<file path="src/rtl/mw_eeprom_rd.sv">
module mw_eeprom_rd #(
  parameter int AW = 8,
  parameter int DW = 16
) (
  input  logic          sk,
  input  logic          rst_n,
  input  logic          cs,
  input  logic          di,
  output logic          dout,
  output logic          dout_en,
  input  logic          tl_we,
  input  logic [AW-1:0] tl_addr,
  input  logic [DW-1:0] tl_data,
  input  logic          tl_rdy_we,
  input  logic          tl_rdy
);
  localparam int FW    = (AW == 7) ? 8 : AW;
  localparam int ACW   = $clog2(FW);
  localparam int CW    = $clog2(DW);
  localparam int DEPTH = 1 << AW;

  typedef enum logic [2:0] {S_IDLE, S_OP, S_ADR, S_DATA, S_SKIP} st_t;

  logic [DW-1:0]  mem [DEPTH];
  st_t            st;
  logic           op_hi, op_n;
  logic [ACW-1:0] acnt;
  logic [FW-1:0]  sh;
  logic [AW-1:0]  addr;
  logic [CW-1:0]  bidx;
  logic           dq, rdy;

  wire [FW-1:0] sh_nx = {sh[FW-2:0], di};

  always_ff @(posedge sk)
    if (tl_we) mem[tl_addr] <= tl_data;

  always_ff @(posedge sk or negedge rst_n)
    if (!rst_n)         rdy <= 1'b0;
    else if (tl_rdy_we) rdy <= tl_rdy;

  always_ff @(posedge sk or negedge rst_n) begin
    if (!rst_n) begin
      st <= S_IDLE; op_hi <= 1'b0; op_n <= 1'b0; acnt <= '0;
      sh <= '0; addr <= '0; bidx <= '0; dq <= 1'b0;
    end else if (!cs) begin
      st <= S_IDLE;
    end else begin
      case (st)
        S_IDLE: if (di) begin st <= S_OP; op_n <= 1'b0; end
        S_OP: begin
          if (!op_n) begin
            op_hi <= di;
            op_n  <= 1'b1;
          end else if (op_hi && !di) begin
            st   <= S_ADR;
            acnt <= '0;
          end else begin
            st <= S_SKIP;
          end
        end
        S_ADR: begin
          sh   <= sh_nx;
          acnt <= acnt + 1'b1;
          if (acnt == ACW'(FW - 1)) begin
            st   <= S_DATA;
            addr <= sh_nx[AW-1:0];
            dq   <= 1'b0;
            bidx <= CW'(DW - 1);
          end
        end
        S_DATA: begin
          dq <= mem[addr][bidx];
          if (bidx == '0) begin
            addr <= addr + 1'b1;
            bidx <= CW'(DW - 1);
          end else begin
            bidx <= bidx - 1'b1;
          end
        end
        default: st <= S_SKIP;
      endcase
    end
  end

  assign dout_en = cs & ((st == S_DATA) | rdy);
  assign dout    = (st == S_DATA) ? dq : 1'b1;

  p_dummy_r4: assert property (@(posedge sk) disable iff (!rst_n)
    (cs && st == S_ADR && acnt == ACW'(FW - 1)) |=> (st == S_DATA && !dout && dout_en));

  p_stream_r6: assert property (@(posedge sk) disable iff (!rst_n)
    (cs && st == S_DATA) |=> (st == S_DATA));

  p_incr_wrap_r7: assert property (@(posedge sk) disable iff (!rst_n)
    (cs && st == S_DATA && bidx == '0) |=> (addr == $past(addr) + 1'b1));

  p_abort_r9: assert property (@(posedge sk) disable iff (!rst_n)
    (!cs) |=> (st == S_IDLE));

  p_skip_r2: assert property (@(posedge sk) disable iff (!rst_n)
    (cs && st == S_SKIP) |=> (st != S_DATA));
endmodule

</file>
<file path="config.mk">
export PLATFORM = sky130hd
export DESIGN_NAME = mw_eeprom_rd
export DESIGN_NICKNAME = d
export VERILOG_FILES = /design/src/rtl/mw_eeprom_rd.sv
export SDC_FILE = /design/constraint.sdc
export NUM_CORES = 2
export LEC_CHECK = 0
export ABC_AREA = 0
export BUFFER_PORTS_ARGS = -buffer_cell sky130_fd_sc_hd__buf_2
export CORE_MARGIN = 1.5
export CORE_UTILIZATION = 57
export DETAILED_ROUTE_END_ITERATION = 7
export PLACE_DENSITY = 0.73
export SYNTH_ARGS = -nofsm -noshare
export SYNTH_HDL_FRONTEND = slang
export SYNTH_SLANG_ARGS = --single-unit
</file>
<file path="constraint.sdc">
create_clock -name sk -period 3 [get_ports sk]
set_input_delay 0.15 -clock sk [delete_from_list [all_inputs] [get_ports sk]]
set_output_delay 0.15 -clock sk [all_outputs]
set_load 0.03 [all_outputs]
</file>
==> results_dict.tcl <==
set metrics [dict create \
    firstDrtPassIters 8 \
    drive_above_1_share_pct 32.0 \
    postRouteWirelength_um 482000 \
    critPathKind "reg2reg" \
    synth_ff_type "edfxtp_1" \
    grt_max_degree 129 \
    cts_tree "built" \
    cp_max_fo 7 \
    clkLatencyLatePin_ns 1.01 \
    status "finished with violations" \
    slew_headroom_pct 24.7 \
    avgSynthCellArea_um2 21.3 \
    wire_per_inst_um 37.2 \
    synth_top_area_cell "edfxtp_1" \
    synth.area.top_cells "edfxtp_1 76%, mux4_2 10%, mux2i_1 3.5%" \
    arrival_ns 4.61 \
    die_area_um2 286000 \
    cp_common_cell "buf_4" \
    setup_ws_ns -0.729 \
    ioPinCount 33 \
    antenna_left 0 \
    slew_viol_final 0 \
    leakagePower_nw 60.0 \
    core-area_um2 282000 \
    rows 195 \
    cp_top_family "buffers and inverters" \
    power_frac_seq_pct 54.1 \
    fin_skew_ns 0.0587 \
    synth_top_area_share_pct 76.3 \
    port_buffers 32 \
    finalHoldViolCount 0 \
    worstSetupEndpointType "flip-flop" \
    ys_ff_latch 4125 \
    dp_slack_ns -1.43 \
    nets 8895 \
    min_from "tl_data[11]" \
    critical_path.max_stage_delay_ns 0.54 \
    htree_levels 5 \
    fin_crit_sh_pct 124 \
    synth_area_um2 161000 \
    r2r-start "addr[0]" \
    drtIter0Drc 14747 \
    start_util_pct 57.2 \
    syn_nets 7593 \
    critPathLaunch "addr[0]" \
    crit_path_start_kind "flip-flop" \
    worstPathRequired_ns 3.88 \
    fin_cells 12946 \
    p_comb_share_pct 3.2 \
    ys_types 100 \
    vdd_ir_drop_max_mv 0.563 \
    grt_pass1_wl_um 668000 \
    rsz0062_at_grt "true" \
    cts_buffer_depth 4 \
    fp.dieW_um 535 \
    setup_viol 1 \
    cts_sinks 4125 \
    vias 89235 \
    critPathBufInv 8 \
    max_freq_ghz 0.268 \
    violations "design-rule violations, negative setup slack" \
    power.switching_w 0.0244 \
    synthArstFlopShare_pct 0.703 \
    numCtsBuffers 400 \
    tightest_slew_ns 1.13 \
    multi_input_area_um2 35000 \
    grt_util_all_layers_pct 33.6 \
    area_growth_pct 18.0 \
    path_clk_slew_ns 0.06 \
    hold_class "in2reg" \
    routabilityCongestion 0.988 \
    dp.cells 12107 \
    synth_seq_area_share_pct 76.8 \
    clockPowerShare_pct 42.7 \
    synth_cells 7557 \
    power_density_nw_per_um2 618 \
    power_w 0.118 \
    routed_via_density 6.89 \
    seqCellArea_um2 124000 \
    clockRootBuffer "clkbuf_16" \
    antenna_found_initial 30 \
    min_period_ns 3.73 \
    synth-edff-count 4096 \
    internal_power_w 0.0932 \
    n_fill_cell 16842 \
    drc 3 \
    dpl.hpwl_um 301000 \
    switching_share_pct 20.7 \
    grt_overflow 0 \
    yosysWarnings 0 \
    grt_pass1_vias 87227 \
    hold_slack_ns 0.0242 \
    die_y_um 535 \
    cp_slowest_cell "dfrtp_4" \
    crit_chain "buf_12 -> buf_4 -> buf_8 -> buf_12 -> buf_4 -> buf_4 -> mux4_2 -> a21oi_1 -> buf_4 -> o41a_1 -> nor3_2 -> buf_4 -> o311ai_2 -> a32o_2 -> o211ai_2" \
    cap_violations 0 \
]
[what timing repair did]
action                                   CTS  global route
pin swaps                                 48            18
endpoints found under the hold margin   1362             0
hold buffers                              30             0
endpoints found under the setup margin     1             1
gates resized for setup                  216            56
gates cloned                              16             1
setup buffers                             42             9
[power groups by stage]
| stage | clock network (W) | registers, W | logic, W |
|---|---|---|---|
| detailed placement | 0 | 0.0648 | 0.00338 |
| global route | 0.0524 | 0.0636 | 0.00381 |
| global placement | 0 | 0.0648 | 0.00328 |
| floorplan | 0 | 0.0648 | 0.00116 |
| finish | 0.0501 | 0.0636 | 0.00378 |
| CTS | 0.0502 | 0.0636 | 0.00360 |
[routing by layer]
metal,vias to the layer above,GRT usage [%],wire [um]
met4,14,18.5,31500
met1,45798,44.2,161000
met3,1414,8.63,65500
li1,34534,-,-
met2,7475,51.7,224000
met5,-,0,79
[flip-flops by register name, indices dropped and copies added, names as in the netlist]
name,cells
op_hi,1
acnt,3
dq,1
op_n,1
bidx,4
addr,8
rdy,1
mem,4096
sh,7
st,3
[logic make-up (layout without fill, tap and decap cells)]
kind of cell,after synthesis,count (layout),synth area share (%)
buffers and inverters,479,2111,2.33
AOI/OAI and AO/OA,845,845,3.71
muxes,1410,1410,15.2
xor gates and xnor gates,1,1,0.00544
and+or+nand+nor,692,692,1.95
adders and majority gates,5,5,0.0388
other,0,14,0
DFF,4125,4125,76.8
[placed cells by master, fill, tap and decap left out, types with 23 or more instances in the layout]
cell type,n
clkbuf_16,407
nor2_1,262
bufinv_16,40
nand2_1,117
mux2_2,35
a22oi_1,108
buf_4,1062
nor2_2,62
a221oi_1,45
a21oi_1,152
o22ai_1,80
mux4_1,61
buf_12,184
buf_6,23
mux2i_1,556
clkinv_1,102
edfxtp_1,4096
nor3_1,28
o221ai_1,91
dlygate4sd3_1,29
nand4_1,23
nand3_1,53
a221o_1,25
o21ai_0,80
clkinv_2,62
mux4_2,746
a31oi_1,23
clkbuf_1,82
[cell usage after synthesis, drive strengths merged, types with 9 or more instances]
cell type  count
o211ai        17
o22ai         87
and3           9
nor4          23
a2111oi       14
o221ai       100
o31ai         17
a22oi        121
a221oi        56
and2          23
nand3         62
buf          291
nor3          38
mux4         807
mux2i        566
nor2         328
mux2          37
nand2        121
a22o          21
nor2b         21
a21oi        168
dfrtp         29
clkbuf       177
a211oi        34
nand4         23
a221o         25
nand2b        18
a31oi         29
o21ai         96
edfxtp      4096
[final cells by class]
cell class,instances,share of cell area [%]
inverter,9,0.0230
tap,3743,2.46
multi-input combinational,2953,18.4
sequential,4125,65.1
timing repair buffer,1370,7.13
antenna,14,0.0184
clock inverter,240,1.33
clock buffer,492,5.53
[path summary, 6_finish.rpt]
check                         endpoint  cells past startpoint  slack (ns)
setup / recovery                    dq                     15       -0.73
hold / removal             mem[28][11]                      1        0.02
setup reg to reg                    dq                     15       -0.73
hold reg to reg                  op_hi                      1        0.51
max in group asynchronous      addr[2]                      4        2.25
min in group asynchronous      addr[3]                      4        0.50
[through the flow]
step	area, um2	utilization, %	setup TNS (ns)
global route	190000	67.5	-0.753
CTS	190000	67.3	-0.587
detailed placement	174000	61.9	-1.43
finish	190000	67.5	-0.729
global placement	174000	61.9	-1.44
floorplan	161000	-	0
[worst reg2reg max path, delay by kind of cell, from the launching register on]
family	cells	cell delay (ns)
simple gates	1	0.44
compound gates	5	1.01
mux	1	0.36
flops	1	0.54
buf+inv	8	1.34
Note: power is estimated with default switching activity, not from simulation.
